--- src/rtl/cfg_i2c_pkg.sv ---
package cfg_i2c_pkg;

  typedef enum logic [2:0] {
    ST_IDLE,
    ST_ADDR,
    ST_ADDR_ACK,
    ST_WRX,
    ST_WRX_ACK,
    ST_TX,
    ST_TX_HACK
  } link_state_e;

  function automatic logic [7:0] reg_default(input int idx);
    case (idx)
      0:       return 8'h00;
      5:       return 8'h06;
      default: return 8'hFF;
    endcase
  endfunction

endpackage

--- src/rtl/i2c_line_sync.sv ---
module i2c_line_sync #(
  parameter int STAGES = 2
) (
  input  logic clk_i,
  input  logic rst_ni,
  input  logic scl_i,
  input  logic sda_i,
  output logic scl_o,
  output logic sda_o,
  output logic scl_rise_o,
  output logic scl_fall_o,
  output logic start_o,
  output logic stop_o
);

  localparam int LINES = 2;  // index 1 = scl, 0 = sda

  logic [LINES-1:0] raw;
  logic [LINES-1:0] lvl;
  logic [LINES-1:0] prev;

  assign raw = {scl_i, sda_i};

  for (genvar g = 0; g < LINES; g++) begin : g_line
    logic [STAGES-1:0] chain;
    always_ff @(posedge clk_i or negedge rst_ni) begin
      if (!rst_ni) begin
        chain   <= '1;
        prev[g] <= 1'b1;
      end else begin
        chain   <= {chain[STAGES-2:0], raw[g]};
        prev[g] <= chain[STAGES-1];
      end
    end
    assign lvl[g] = chain[STAGES-1];
  end

  assign scl_o      = lvl[1];
  assign sda_o      = lvl[0];
  assign scl_rise_o = lvl[1] & ~prev[1];
  assign scl_fall_o = ~lvl[1] & prev[1];
  assign start_o    = lvl[1] & prev[1] & prev[0] & ~lvl[0];
  assign stop_o     = lvl[1] & prev[1] & ~prev[0] & lvl[0];

endmodule

--- src/rtl/cfg_reg_bank.sv ---
module cfg_reg_bank
  import cfg_i2c_pkg::*;
#(
  parameter int NUM_REGS = 7,
  parameter int STRAP_W  = 4,
  localparam int IDX_W   = $clog2(NUM_REGS)
) (
  input  logic                  clk_i,
  input  logic                  rst_ni,
  input  logic                  wr_en_i,
  input  logic [IDX_W-1:0]      wr_idx_i,
  input  logic [7:0]            wr_data_i,
  input  logic [IDX_W-1:0]      rd_idx_i,
  input  logic [STRAP_W-1:0]    strap_inv_i,
  output logic [7:0]            rd_data_o,
  output logic [NUM_REGS*8-1:0] regs_o
);

  localparam int STRAP_REG_A = 1;  // bits [7:5] <- strap[2:0]
  localparam int STRAP_REG_B = 4;  // bit 1 <- strap[3]

  for (genvar g = 0; g < NUM_REGS; g++) begin : g_reg
    always_ff @(posedge clk_i or negedge rst_ni) begin
      if (!rst_ni)
        regs_o[g*8 +: 8] <= reg_default(g);
      else if (wr_en_i && wr_idx_i == IDX_W'(g))
        regs_o[g*8 +: 8] <= wr_data_i;
    end
  end

  always_comb begin
    rd_data_o = 8'hFF;
    if (int'(rd_idx_i) < NUM_REGS) rd_data_o = regs_o[rd_idx_i*8 +: 8];
    if (rd_idx_i == IDX_W'(STRAP_REG_A)) rd_data_o[7:5] = strap_inv_i[2:0];
    if (rd_idx_i == IDX_W'(STRAP_REG_B)) rd_data_o[1]   = strap_inv_i[3];
  end

  AST_WR_IN_RANGE: assert property (@(posedge clk_i) disable iff (!rst_ni)
    wr_en_i |-> int'(wr_idx_i) < NUM_REGS);
  AST_WR_LANDS: assert property (@(posedge clk_i) disable iff (!rst_ni)
    wr_en_i |=> regs_o[$past(wr_idx_i)*8 +: 8] == $past(wr_data_i));
  AST_HOLD_IDLE: assert property (@(posedge clk_i) disable iff (!rst_ni)
    !$past(wr_en_i) |-> $stable(regs_o));

endmodule

--- src/rtl/cfg_link_fsm.sv ---
module cfg_link_fsm
  import cfg_i2c_pkg::*;
#(
  parameter int          NUM_REGS   = 7,
  parameter int          READ_BYTES = 6,
  parameter logic [6:0]  DEV_ADDR   = 7'h69,
  localparam int         IDX_W      = $clog2(NUM_REGS),
  localparam int         CNT_W      = $clog2(NUM_REGS + 3),
  localparam int         TX_W       = $clog2(READ_BYTES + 2)
) (
  input  logic             clk_i,
  input  logic             rst_ni,
  input  logic             scl_i,
  input  logic             sda_i,
  input  logic             scl_rise_i,
  input  logic             scl_fall_i,
  input  logic             start_i,
  input  logic             stop_i,
  input  logic [7:0]       rd_data_i,
  output logic             sda_pull_o,
  output logic             wr_en_o,
  output logic [IDX_W-1:0] wr_idx_o,
  output logic [7:0]       wr_data_o,
  output logic [IDX_W-1:0] rd_idx_o
);

  localparam int CNT_SAT = NUM_REGS + 2;  // two dummy bytes + registers
  localparam int TX_SAT  = READ_BYTES + 1;

  link_state_e      state;
  logic [7:0]       shreg;
  logic [3:0]       bit_cnt;
  logic [CNT_W-1:0] byte_cnt;
  logic [TX_W-1:0]  tx_idx;
  logic             is_read;
  logic             nack;
  logic [7:0]       tx_src;

  assign rd_idx_o = IDX_W'(tx_idx - TX_W'(1));

  always_comb begin
    if (tx_idx == '0)                       tx_src = 8'(READ_BYTES);
    else if (int'(tx_idx) <= READ_BYTES)    tx_src = rd_data_i;
    else                                    tx_src = 8'hFF;
  end

  always_ff @(posedge clk_i or negedge rst_ni) begin
    if (!rst_ni) begin
      state      <= ST_IDLE;
      shreg      <= '0;
      bit_cnt    <= '0;
      byte_cnt   <= '0;
      tx_idx     <= '0;
      is_read    <= 1'b0;
      nack       <= 1'b0;
      sda_pull_o <= 1'b0;
      wr_en_o    <= 1'b0;
      wr_idx_o   <= '0;
      wr_data_o  <= '0;
    end else begin
      wr_en_o <= 1'b0;
      if (start_i) begin
        state      <= ST_ADDR;
        bit_cnt    <= '0;
        byte_cnt   <= '0;
        tx_idx     <= '0;
        sda_pull_o <= 1'b0;
      end else if (stop_i) begin
        state      <= ST_IDLE;
        sda_pull_o <= 1'b0;
      end else begin
        unique case (state)
          ST_ADDR, ST_WRX: begin
            if (scl_rise_i) begin
              shreg   <= {shreg[6:0], sda_i};
              bit_cnt <= bit_cnt + 4'd1;
            end else if (scl_fall_i && bit_cnt == 4'd8) begin
              if (state == ST_ADDR) begin
                if (shreg[7:1] == DEV_ADDR) begin
                  sda_pull_o <= 1'b1;
                  is_read    <= shreg[0];
                  state      <= ST_ADDR_ACK;
                end else begin
                  state <= ST_IDLE;
                end
              end else begin
                sda_pull_o <= 1'b1;
                state      <= ST_WRX_ACK;
                if (int'(byte_cnt) >= 2 && int'(byte_cnt) < CNT_SAT) begin
                  wr_en_o   <= 1'b1;
                  wr_idx_o  <= IDX_W'(byte_cnt - CNT_W'(2));
                  wr_data_o <= shreg;
                end
                if (int'(byte_cnt) != CNT_SAT) byte_cnt <= byte_cnt + CNT_W'(1);
              end
            end
          end
          ST_ADDR_ACK: begin
            if (scl_fall_i) begin
              bit_cnt <= '0;
              if (is_read) begin
                shreg      <= tx_src;
                sda_pull_o <= ~tx_src[7];
                tx_idx     <= tx_idx + TX_W'(1);
                state      <= ST_TX;
              end else begin
                sda_pull_o <= 1'b0;
                state      <= ST_WRX;
              end
            end
          end
          ST_WRX_ACK: begin
            if (scl_fall_i) begin
              sda_pull_o <= 1'b0;
              bit_cnt    <= '0;
              state      <= ST_WRX;
            end
          end
          ST_TX: begin
            if (scl_rise_i) begin
              bit_cnt <= bit_cnt + 4'd1;
            end else if (scl_fall_i) begin
              if (bit_cnt == 4'd8) begin
                sda_pull_o <= 1'b0;
                bit_cnt    <= '0;
                state      <= ST_TX_HACK;
              end else begin
                shreg      <= {shreg[6:0], 1'b0};
                sda_pull_o <= ~shreg[6];
              end
            end
          end
          ST_TX_HACK: begin
            if (scl_rise_i) begin
              nack <= sda_i;
            end else if (scl_fall_i) begin
              if (nack) begin
                sda_pull_o <= 1'b0;
                state      <= ST_IDLE;
              end else begin
                shreg      <= tx_src;
                sda_pull_o <= ~tx_src[7];
                if (int'(tx_idx) != TX_SAT) tx_idx <= tx_idx + TX_W'(1);
                state      <= ST_TX;
              end
            end
          end
          default: ;
        endcase
      end
    end
  end

  AST_PULL_SCL_LOW: assert property (@(posedge clk_i) disable iff (!rst_ni)
    !$stable(sda_pull_o) |-> !$past(scl_i));
  AST_IDLE_QUIET: assert property (@(posedge clk_i) disable iff (!rst_ni)
    state == ST_IDLE |-> !sda_pull_o);
  AST_ACK_DRIVEN: assert property (@(posedge clk_i) disable iff (!rst_ni)
    (state == ST_WRX_ACK || state == ST_ADDR_ACK) |-> sda_pull_o);
  AST_TX_ONLY_READ: assert property (@(posedge clk_i) disable iff (!rst_ni)
    state == ST_TX |-> is_read);

endmodule

--- src/rtl/cfg_i2c_slave.sv ---
module cfg_i2c_slave #(
  parameter int         NUM_REGS    = 7,
  parameter int         READ_BYTES  = 6,
  parameter logic [6:0] DEV_ADDR    = 7'h69,
  parameter int         SYNC_STAGES = 2
) (
  input  logic                  clk_i,
  input  logic                  rst_ni,
  input  logic                  scl_i,
  input  logic                  sda_i,
  input  logic [3:0]            strap_inv_i,
  output logic                  sda_pull_o,
  output logic [NUM_REGS*8-1:0] cfg_o
);

  localparam int IDX_W = $clog2(NUM_REGS);

  logic             scl_s, sda_s, scl_rise, scl_fall, start, stop;
  logic             wr_en;
  logic [IDX_W-1:0] wr_idx, rd_idx;
  logic [7:0]       wr_data, rd_data;

  i2c_line_sync #(.STAGES(SYNC_STAGES)) u_sync (
    .clk_i      (clk_i),
    .rst_ni     (rst_ni),
    .scl_i      (scl_i),
    .sda_i      (sda_i),
    .scl_o      (scl_s),
    .sda_o      (sda_s),
    .scl_rise_o (scl_rise),
    .scl_fall_o (scl_fall),
    .start_o    (start),
    .stop_o     (stop)
  );

  cfg_link_fsm #(
    .NUM_REGS   (NUM_REGS),
    .READ_BYTES (READ_BYTES),
    .DEV_ADDR   (DEV_ADDR)
  ) u_fsm (
    .clk_i      (clk_i),
    .rst_ni     (rst_ni),
    .scl_i      (scl_s),
    .sda_i      (sda_s),
    .scl_rise_i (scl_rise),
    .scl_fall_i (scl_fall),
    .start_i    (start),
    .stop_i     (stop),
    .rd_data_i  (rd_data),
    .sda_pull_o (sda_pull_o),
    .wr_en_o    (wr_en),
    .wr_idx_o   (wr_idx),
    .wr_data_o  (wr_data),
    .rd_idx_o   (rd_idx)
  );

  cfg_reg_bank #(.NUM_REGS(NUM_REGS), .STRAP_W(4)) u_bank (
    .clk_i       (clk_i),
    .rst_ni      (rst_ni),
    .wr_en_i     (wr_en),
    .wr_idx_i    (wr_idx),
    .wr_data_i   (wr_data),
    .rd_idx_i    (rd_idx),
    .strap_inv_i (strap_inv_i),
    .rd_data_o   (rd_data),
    .regs_o      (cfg_o)
  );

endmodule

--- config.mk ---
export PLATFORM = sky130hd
export DESIGN_NAME = cfg_i2c_slave
export DESIGN_NICKNAME = d
export VERILOG_FILES = /design/src/rtl/cfg_i2c_pkg.sv /design/src/rtl/i2c_line_sync.sv /design/src/rtl/cfg_reg_bank.sv /design/src/rtl/cfg_link_fsm.sv /design/src/rtl/cfg_i2c_slave.sv
export SDC_FILE = /design/constraint.sdc
export NUM_CORES = 1
export LEC_CHECK = 0
export ABC_AREA = 1
export ABC_CLOCK_PERIOD_IN_PS = 2690
export BUFFER_PORTS_ARGS = -buffer_cell sky130_fd_sc_hd__buf_2
export CAP_MARGIN = 20
export CORE_ASPECT_RATIO = 0.7
export CORE_MARGIN = 4
export CORE_UTILIZATION = 40
export CTS_BUF_LIST = sky130_fd_sc_hd__clkbuf_8
export DETAILED_ROUTE_END_ITERATION = 10
export PLACE_DENSITY_LB_ADDON = 0.15
export SLEW_MARGIN = 20
export SYNTH_ARGS = -nofsm -noshare
export SYNTH_HDL_FRONTEND = slang
export SYNTH_SLANG_ARGS = --single-unit
--- constraint.sdc ---
create_clock -name clk_i -period 2.69 [get_ports clk_i]
set_clock_uncertainty 0.2 [all_clocks]
set_input_delay 0.269 -clock clk_i [delete_from_list [all_inputs] [get_ports clk_i]]
set_output_delay 0.269 -clock clk_i [all_outputs]
set_load 0.03 [all_outputs]
==> results of run 1 <==
[area by class of cell]
type / instances / area share
Sequential cell: 99 / 0.435
Multi-Input combinational cell: 463 / 0.378
Timing Repair Buffer: 77 / 0.0755
Inverter: 67 / 0.0431
Tap cell: 162 / 0.0348
Clock buffer: 9 / 0.0212
Clock inverter: 7 / 0.0120
[cell usage after synthesis, types with 5 or more instances]
cell type / count / share of area
ha_1: 16 / 0.039
nor2_1: 51 / 0.038
buf_2: 5 / 0.0049
inv_1: 59 / 0.044
nand3_1: 37 / 0.037
a21oi_1: 9 / 0.0089
o21ai_0: 78 / 0.077
inv_2: 8 / 0.0059
o21ai_1: 28 / 0.028
clkbuf_1: 10 / 0.0074
dfrtp_1: 51 / 0.25
o211ai_1: 5 / 0.0074
nand2_1: 206 / 0.15
dfstp_2: 48 / 0.25
nor3_1: 7 / 0.0069
[per-layer routing]
layer  wire [um]  vias to the layer above  share of wire
met5           0                        -              0
met4         175                        0          0.012
met3        1180                       17          0.080
met2        5860                      146           0.40
met1        7450                     2185           0.51
li1            -                     2225              -
[power groups by stage]
| stage | clock [mW] | combinational, mW | sequential [mW] |
|---|---|---|---|
| floorplan | 0 | 1.57 | 1.83 |
| global placement | 0 | 2.17 | 1.86 |
| detailed placement | 0 | 2.18 | 1.86 |
| CTS | 0.987 | 2.19 | 1.83 |
| global route | 1.05 | 2.51 | 1.86 |
| finish | 0.951 | 2.22 | 1.84 |
[worst register-to-register path, cell delays in order, from the launching register on]
cell     delay, ns
dfstp_2       0.56
ha_1          0.16
inv_1         0.12
nor3_1        0.35
nor3b_1       0.40
nand3_1       0.13
buf_4         0.23
inv_1         0.10
o21ai_0       0.07
[worst max-delay path by stage]
stage	to	depth (start not counted)
after floorplan	u_fsm.shreg[3]	12
after global placement	u_fsm.wr_data_o[2]	8
after detailed placement	u_fsm.wr_data_o[2]	8
after CTS	u_fsm.wr_data_o[2]	8
after global routing	u_fsm.byte_cnt[0]	9
final	u_fsm.wr_data_o[2]	8
[metrics by stage]
stage	area (um^2)	worst slack, ns	hold WS, ns	utilization	std cells
CTS	5830	0.249	0.0638	0.469	884
floorplan	5070	0.286	-0.227	-	646
detailed placement	5610	0.280	0.148	0.451	865
finish	5830	0.259	0.0693	0.469	884
global route	5830	0.00557	0.0982	0.469	884
global placement	5610	0.285	0.147	0.451	865
[cell families after synthesis]
kind of cell               share of synthesized area
xor gates and xnor gates                     0.00691
and+or+nand+nor                                0.251
AOI/OAI and AO/OA                              0.137
adders and majority gates                     0.0395
DFF                                            0.500
buffers and inverters                         0.0649
[cells in the final DEF, fill, tap and decap left out, drive strengths merged]
cell type    count
clkbuf           9
dfrtp           51
a22oi            1
a21boi           4
xor2             2
clkinvlp         1
nor3             7
nand2          207
nand3b           1
nor3b            1
dfstp           48
a31oi            1
nand4            4
o211ai           5
clkinv           2
inv             71
o21bai           1
nand3           38
o22ai            3
nor2            54
xnor2            2
buf             74
a211oi           1
ha              16
dlygate4sd3      3
a21oi            9
o21ai          106
[state kept, by name, summed over array words and instances, names as in the netlist]
name	count
u_fsm.wr_data_o	8
u_fsm.bit_cnt	4
u_fsm.wr_idx_o	3
u_fsm.is_read	1
u_fsm.byte_cnt	4
u_fsm.sda_pull_o	1
u_fsm.tx_idx	3
u_bank.regs_o	56
u_sync.prev	2
u_fsm.state	3
u_fsm.wr_en_o	1
u_sync.g_line.chain	4
u_fsm.shreg	8
u_fsm.nack	1
[repair_timing]
item / in CTS / in global routing
buffers inserted: 0 / 0
hold endpoints to repair: 22 / 0
hold buffers: 3 / 0
setup endpoints to repair: 0 / 0
==> results by group, run 1 <==
Setup path
  – Worst path arrival time: between 2 and 2.5 ns
  – Flop2flop setup slack: ~0.26 ns
  – Worst setup path startpoint: u_sync.prev[1]
  – Required @ worst endpoint: ~2.7 ns
  – Slowest CP cell: dfstp_2
  – RR Startpoint: u_sync.prev[1]
  – CP Launch Type: flip-flop
  – CP bufs+invs: 3
  – CP max stage delay: ~0.56 ns
  – CP delay by family, top: simple AND/OR/NAND/NOR gates
  – Critical path type: reg -> reg
  – CP Max Fanout: 21
  – Worst Setup End Kind: flip-flop
  – Reg2reg path depth: 8
  – Cell mode on critical path: inv_1
  – Crit-path cells: ha_1 > inv_1 > nor3_1 > nor3b_1 > nand3_1 > buf_4 > inv_1 > o21ai_0
  – Reg-to-reg endpoint: u_fsm.wr_data_o[2]

Final layout
  – Syn-to-layout area delta: 15.0%
  – Diode count: 0
  – Layout cells sized above 1: 0.213
  – Multi-input logic area: ~0.0022 mm^2
  – FILL cells: 1273
  – Reg area: approximately 0.0025 mm^2
  – Fin nets: around 740

Floorplan
  – Cell Rows: 34
  – Die area: about 0.015 mm^2
  – Placeable Area: about 0.012 mm^2
  – Starting Density: 0.408
  – Die height: 102 um
  – Die width: approximately 140 um
  – # IOs: 65

Worst hold path
  – Hold Path Origin: strap_inv_i[0]
  – Hold Path Depth: 5
  – Worst Hold End: u_fsm.shreg[5]
  – Worst min path class: in -> reg

Clocking
  – Root Buffer: clkbuf_8
  – PostCTS Resize Cnt: 0
  – Clock-pin slew on the worst setup and hold paths: 0.10 ns
  – TritonCTS Buffers: 9
  – Skew-Pair Late Insertion Delay: 0.38 ns
  – Clock Sinks: 99
  – CTS tree: yes
  – Htree depth: 3
  – Max Buffers Root-to-Sink: 2

Timing
  – Worst-Margin Slew: roughly 0.8 ns
  – Max Slew Vio Count: 0
  – Worst rel slew slack: 0.452
  – Min cycle time layout: ~2.4 ns
  – RSZ-0062 raised after global routing: false
  – Fmax: roughly 400 MHz
  – Final Cycle Share: 0.904
  – Final Hold Vio Count: 0
  – Post-Route Setup TNS: 0 ns
  – Endpoints failing setup: 0

Synth
  – Syn Std Cell Area: around 0.0051 mm^2
  – Top_reg_cell synth: dfrtp_1
  – Total number of yosys warnings: 0
  – Mean Syn Cell Area: roughly 7.9 um^2
  – Synth async-reset ratio: 1.00
  – Post-synth EDFFs: 0
  – Synth Net Count: 670
  – Synthesis-stage register bit count: slightly below 100
  – Yosys cell types: 33
  – Sequential fraction of the synthesis area: 0.500
  – Synthesized instance count: ~650

Power and ir drop
  – Switching power total: 2.24 mW
  – Switching part of the total power: 0.447
  – Int Pwr: around 2.8 mW
  – Leakage: around 2.8 nW
  – Clk pwr share: 0.190
  – Logic pwr share: 0.444
  – Worst vdd ir: 0.000395 V
  – PnR Total Power: between 5 and 6 mW
  – PD cells: roughly 860 mW/mm^2
  – Flop pwr share: 0.366

Detailed routing
  – DR vias/cell: about 5.2
  – DRT iter0 DRCs: approximately 330
  – DR WL/cell: roughly 17 um
  – First-pass DRT Iterations: 5
  – Total number of vias: roughly 4600
  – Drc violations: 0
  – Total Wirelength: 14700 um
  – ANT nets after route: 0

GRT
  – Met1 usage in global routing: 0.324
  – Largest net degree at the start of global routing: 61
  – GR Overflow Total: 0
  – Gr usage total: 0.207
  – Grt peak-use layer: met1
  – Met2 Track Usage GR: 0.280
  – Number of antenna violations at the first check in global routing: 0
  – Global-route wire length before repair: about 23000 um
  – Vias in the first global route: approximately 4200
  – Routing usage on met3: 0.0627

Placement
  – Port bufs: 64
  – RePlAce Congestion: 0.923
  – DP HPWL: roughly 11000 um

Run
  – Max Cap Violations: 0

Run status
  – Status: completed
Note: power is estimated with default switching activity, not from simulation.
==> run 2: changes to the inputs <==
ABC_AREA = unset   (was 1)
==> run 2 against run 1 <==
Against the previous run: hold slack improved by 0.037 ns; clock-buffer cell count increased by 1; non-clock buffer count increased by 14; routed wire length decreased by 6.6%; sequential share of layout area decreased by 2.1 points; sequential power about the same; combinational power decreased by 39%.
==> results by group, run 2 <==
Run status
  – Status: completed

Clocking
  – Htree depth: 3
  – TritonCTS Buffers: 9
  – Skew-Pair Late Insertion Delay: roughly 0.38 ns
  – Clock Sinks: 99
  – CTS tree: yes
  – Clock-pin slew on the worst setup and hold paths: 0.10 ns
  – Max Buffers Root-to-Sink: 2
  – Post-CTS Setup Bufs: 0
  – Root Buffer: clkbuf_8

Timing
  – Final Hold Vio Count: 0
  – Max Slew Vio Count: 0
  – RSZ-0062 raised after global routing: false
  – Fmax: around 390 MHz
  – Min cycle time layout: 2.53 ns
  – Hold slack: between 0.1 and 0.15 ns
  – Post-Route Setup TNS: 0 ns
  – Final Cycle Share: 0.941
  – Worst rel slew slack: 0.528
  – Endpoints failing setup: 0
  – Worst-Margin Slew: 0.705 ns

GRT
  – Vias in the first global route: just under 4000
  – GR Overflow Total: 0
  – Global-route wire length before repair: between 20000 and 25000 um
  – Gr usage total: 0.187
  – Largest net degree at the start of global routing: about 50
  – Number of antenna violations at the first check in global routing: 0

Synth
  – Share of the synthesized area in the top cell type: 0.242
  – Count leader, synth: mux2_2
  – Synthesized instance count: 451
  – Synthesis-stage register bit count: 99
  – Total number of yosys warnings: 0
  – Post-synth EDFFs: 0
  – Synth async-reset ratio: 1.00
  – Synth Net Count: ~480
  – Sequential fraction of the synthesis area: 0.481
  – Largest cells by area after synthesis: dfrtp_1, dfstp_2, mux2_2, ha_1, nor2_1
  – Synth area leader: dfrtp_1
  – Mean Syn Cell Area: about 12 um^2
  – Top_reg_cell synth: dfrtp_1
  – Synth cell count leaders: mux2_2, dfrtp_1, dfstp_2
  – Syn Std Cell Area: approximately 0.0053 mm^2
  – Yosys cell types: 65

Power and ir drop
  – Worst vdd ir: ~0.00034 V
  – PnR Total Power: 4.11 mW
  – PD cells: 671 mW/mm^2
  – Leakage: between 2 and 3 nW

Floorplan
  – # IOs: 65
  – Cell Rows: 34
  – Die area: 0.0151 mm^2
  – Die width: roughly 150 um
  – Starting Density: 0.416
  – Die height: about 100 um
  – Placeable Area: 0.0127 mm^2

Setup path
  – Flop2flop setup slack: between 0.15 and 0.2 ns
  – Worst setup path startpoint: u_fsm.tx_idx[0]
  – RR Startpoint: u_fsm.tx_idx[0]
  – Reg2reg path depth: 7
  – Reg-to-reg endpoint: u_fsm.shreg[7]
  – Worst Setup End Kind: flip-flop
  – Critical path type: reg -> reg
  – Worst path arrival time: between 2 and 3 ns
  – CP Max Fanout: 10
  – CP Launch Type: flip-flop
  – Required @ worst endpoint: roughly 2.8 ns

Final layout
  – Finished Layout Cells: 700
  – Largest regs: u_bank.regs_o: 56 flops, u_fsm.shreg: 8 flops, u_fsm.wr_data_o: 8 flops
  – Number of flip-flops in the largest register: 56
  – Design Area, Final: 0.00613 mm^2
  – Syn-to-layout area delta: 16.2%
  – Fin nets: between 500 and 600
  – Most common cell after layout, fill and taps aside: mux2_2
  – Reg with most FFs: u_bank.regs_o
  – Most frequent cells in the layout: mux2_2, buf_2, dfrtp_1
  – Diode count: 0
  – Layout cells sized above 1: 0.448
  – FILL cells: around 1200

Detailed routing
  – Total Wirelength: roughly 14000 um
  – Drc violations: 0
  – DR vias/cell: between 5 and 6
  – First-pass DRT Iterations: 5
  – ANT nets after route: 0
  – DR WL/cell: 19.6 um
  – DRT iter0 DRCs: approximately 300
  – Total number of vias: 3892

Worst hold path
  – Hold Path Origin: strap_inv_i[3]
  – Worst min path class: in -> reg
  – Worst Hold End: u_fsm.shreg[1]
  – Hold Path Depth: 3

Placement
  – DP HPWL: approximately 10000 um
  – RePlAce Congestion: ~0.84
  – Placed Area: about 0.0059 mm^2
  – Port bufs: 64
  – Placed cell count: slightly below 700

Run
  – Max Cap Violations: 0
[run 2: area by class of cell]
type,instances,area [um^2],share of cell area
tap,162,203,0.0331
inverter,18,68.8,0.0112
multi-input combinational,314,2580,0.420
clock buffer,10,138,0.0225
timing repair buffer,91,546,0.0890
clock inverter,6,58.8,0.00960
sequential,99,2540,0.414
[run 2: stage by stage]
step                utilization  setup slack [ns]
CTS                       0.483             0.128
global route              0.483            0.0170
global placement          0.465             0.223
detailed placement        0.465             0.127
finish                    0.483             0.158
floorplan                     -             0.105
[run 2: repair_timing]
item                       CTS  global route
hold buffers                 3             0
resized for setup            0             1
hold endpoints to repair    58             0
setup endpoints to repair    0             1
[run 2: critical path: stages, from the launching register on]
cell and delay, ns:
dfrtp_1 0.37, clkinv_2 0.17, ha_1 0.39, mux2_1 0.34, a221o_1 0.33, o32ai_2 0.23
o22ai_1 0.12, mux2_2 0.27
[run 2: kinds of logic after synthesis]
| group | synth area share |
|---|---|
| AOI/OAI and AO/OA | 0.119 |
| DFF | 0.481 |
| muxes | 0.193 |
| adders and majority gates | 0.0380 |
| buffers and inverters | 0.0304 |
| and+or+nand+nor | 0.127 |
| xor gates and xnor gates | 0.0119 |
[run 2: layer usage]
metal / track usage / up-vias / wire length [um]
met5: 0 / - / 0
met2: 0.258 / 99 / 5650
met1: 0.294 / 1948 / 7230
li1: - / 1840 / -
met3: 0.0436 / 5 / 743
met4: 0.0393 / 0 / 70
[run 2: worst max-delay path by stage]
stage                           to  slack (ns)  cells past startpoint
global route        u_fsm.shreg[7]        0.02                      7
finish              u_fsm.shreg[7]        0.16                      7
floorplan           u_fsm.shreg[7]        0.10                      8
global placement    u_fsm.shreg[6]        0.22                      8
detailed placement  u_fsm.shreg[6]        0.13                      8
CTS                 u_fsm.shreg[6]        0.13                      8
[run 2: power by group]
group,switching (mW),total (mW),internal [mW]
clock,0.570,0.949,0.380
combinational,0.755,1.35,0.593
sequential,0.197,1.81,1.62
==> run 3: changes to the inputs <==
PLACE_DENSITY_LB_ADDON = 0.05   (was 0.15)
SLEW_MARGIN = 25   (was 20)
==> run 3 against run 2 <==
Against the previous run: core utilization increased by 0.15 points; flip-flop and latch count did not move; cell area grew 0.31%; clock power fell by 2.6%; worst setup slack got worse by 0.019 ns; largest power group unchanged.
==> results by group, run 3 (synthesized netlist as in run 2, its figures left out) <==
Setup path
  – Reg2reg path depth: 7
  – Worst Setup End Kind: flip-flop
  – CP Launch Type: flip-flop
  – Critical path type: reg -> reg
  – Reg-to-reg endpoint: u_fsm.shreg[7]
  – Worst path arrival time: 2.62 ns
  – Required @ worst endpoint: around 2.8 ns
  – CP Max Fanout: 10
  – Flop2flop setup slack: around 0.14 ns
  – RR Startpoint: u_fsm.tx_idx[0]

Worst hold path
  – Worst Hold End: u_fsm.shreg[1]
  – Hold Path Origin: strap_inv_i[3]
  – Worst min path class: in -> reg
  – Hold Path Depth: 3

GRT
  – Vias in the first global route: slightly below 4000
  – GR Overflow Total: 0
  – Gr usage total: 0.192
  – Number of antenna violations at the first check in global routing: 0
  – Global-route wire length before repair: 23000 um
  – Largest net degree at the start of global routing: 54

Final layout
  – Layout cells sized above 1: 0.450
  – Reg with most FFs: u_bank.regs_o
  – Design Area, Final: between 0.006 and 0.007 mm^2
  – Fin nets: approximately 560
  – Finished Layout Cells: 700
  – Syn-to-layout area delta: 16.6%
  – FILL cells: around 1200
  – Largest regs: u_bank.regs_o: 56 flops, u_fsm.shreg: 8 flops, u_fsm.wr_data_o: 8 flops
  – Most common cell after layout, fill and taps aside: mux2_2
  – Diode count: 0
  – Most frequent cells in the layout: mux2_2, buf_2, dfrtp_1
  – Number of flip-flops in the largest register: 56

Floorplan
  – Cell Rows: 34
  – Placeable Area: around 0.013 mm^2
  – Starting Density: 0.416
  – Die width: approximately 150 um
  – Die area: between 0.015 and 0.02 mm^2
  – Die height: about 100 um
  – # IOs: 65

Placement
  – Place WS: between 0.1 and 0.15 ns
  – Placed cell count: ~700
  – DP HPWL: ~10000 um
  – Placed Area: just under 0.006 mm^2
  – Port bufs: 64
  – RePlAce Congestion: approximately 0.86

Timing
  – Endpoints failing setup: 0
  – Hold slack: roughly 0.11 ns
  – Final Hold Vio Count: 0
  – Min cycle time layout: roughly 2.6 ns
  – Max Slew Vio Count: 0
  – Fmax: slightly below 400 MHz
  – Final setup margin: 0.139 ns
  – Final Cycle Share: 0.948
  – RSZ-0062 raised after global routing: false
  – Worst-Margin Slew: between 0.6 and 0.7 ns
  – Worst rel slew slack: 0.551
  – Post-Route Setup TNS: 0 ns

Clocking
  – Clock Sinks: 99
  – CTS tree: yes
  – Htree depth: 3
  – Post-CTS Setup Bufs: 0
  – Root Buffer: clkbuf_8
  – Clock-pin slew on the worst setup and hold paths: about 0.10 ns
  – TritonCTS Buffers: 9
  – Skew-Pair Late Insertion Delay: about 0.38 ns
  – Max Buffers Root-to-Sink: 2

Power and ir drop
  – PD cells: about 670 mW/mm^2
  – Leakage: around 2.8 nW
  – Worst vdd ir: ~0.00025 V

Detailed routing
  – ANT nets after route: 0
  – First-pass DRT Iterations: 4
  – Drc violations: 0
  – Total Wirelength: 14000 um
  – DRT iter0 DRCs: approximately 350
  – DR vias/cell: between 5 and 6
  – DR WL/cell: roughly 20 um
  – Total number of vias: 3922

Run status
  – Status: completed

Run
  – Max Cap Violations: 0
==> run 3: through the flow <==
| stage | util | power (mW) |
|---|---|---|
| finish | 0.485 | 4.09 |
| global route | 0.485 | 4.37 |
| CTS | 0.483 | 4.11 |
| detailed placement | 0.466 | 3.15 |
| global placement | 0.466 | 3.13 |
| floorplan | - | 2.74 |
==> run 3: worst max path at each step <==
| stage | start | depth (start not counted) | slack [ns] | end |
|---|---|---|---|---|
| finish | u_fsm.tx_idx[0] | 7 | 0.14 | u_fsm.shreg[7] |
| global route | u_fsm.tx_idx[0] | 7 | 0.03 | u_fsm.shreg[7] |
| CTS | u_fsm.tx_idx[0] | 7 | 0.10 | u_fsm.shreg[7] |
| detailed placement | u_fsm.tx_idx[0] | 7 | 0.14 | u_fsm.shreg[7] |
| global placement | u_sync.prev[1] | 7 | 0.21 | u_fsm.bit_cnt[1] |
| floorplan | u_fsm.tx_idx[0] | 8 | 0.10 | u_fsm.shreg[7] |
==> run 3: report_power, final <==
part / switching (mW) / internal [mW]
logic: 0.775 / 0.586
registers: 0.186 / 1.62
clock network: 0.573 / 0.352
total: 1.53 / 2.55
==> run 3: final cells by class <==
class,count,area (um^2),share of cell area
well taps,162,203,0.0330
clock buffers,9,124,0.0202
clock inverters,7,60.1,0.00977
flip-flops and latches,99,2540,0.413
inverters,18,68.8,0.0112
repair buffers,91,558,0.0908
multi-input cells,314,2590,0.422
==> run 3: layer usage <==
layer | GRT usage | part of all wire | vias to the layer above
met4 | 0.0339 | 0.0046 | 0
li1 | - | - | 1820
met5 | 0 | 0 | -
met3 | 0.0462 | 0.062 | 6
met1 | 0.317 | 0.53 | 1975
met2 | 0.251 | 0.40 | 121
==> run 3: worst max-delay path: stages, from the launching register on <==
cell      delay, ns
dfrtp_1        0.38
clkinv_2       0.19
ha_4           0.35
mux2_1         0.32
a221o_1        0.34
o32ai_2        0.26
o22ai_1        0.13
mux2_2         0.28
==> run 3: what timing repair did <==
| item | in CTS | in global routing |
|---|---|---|
| hold buffers | 3 | 0 |
| endpoints found under the setup margin | 0 | 3 |
| hold endpoints to repair | 46 | 0 |
| resized for setup | 0 | 2 |
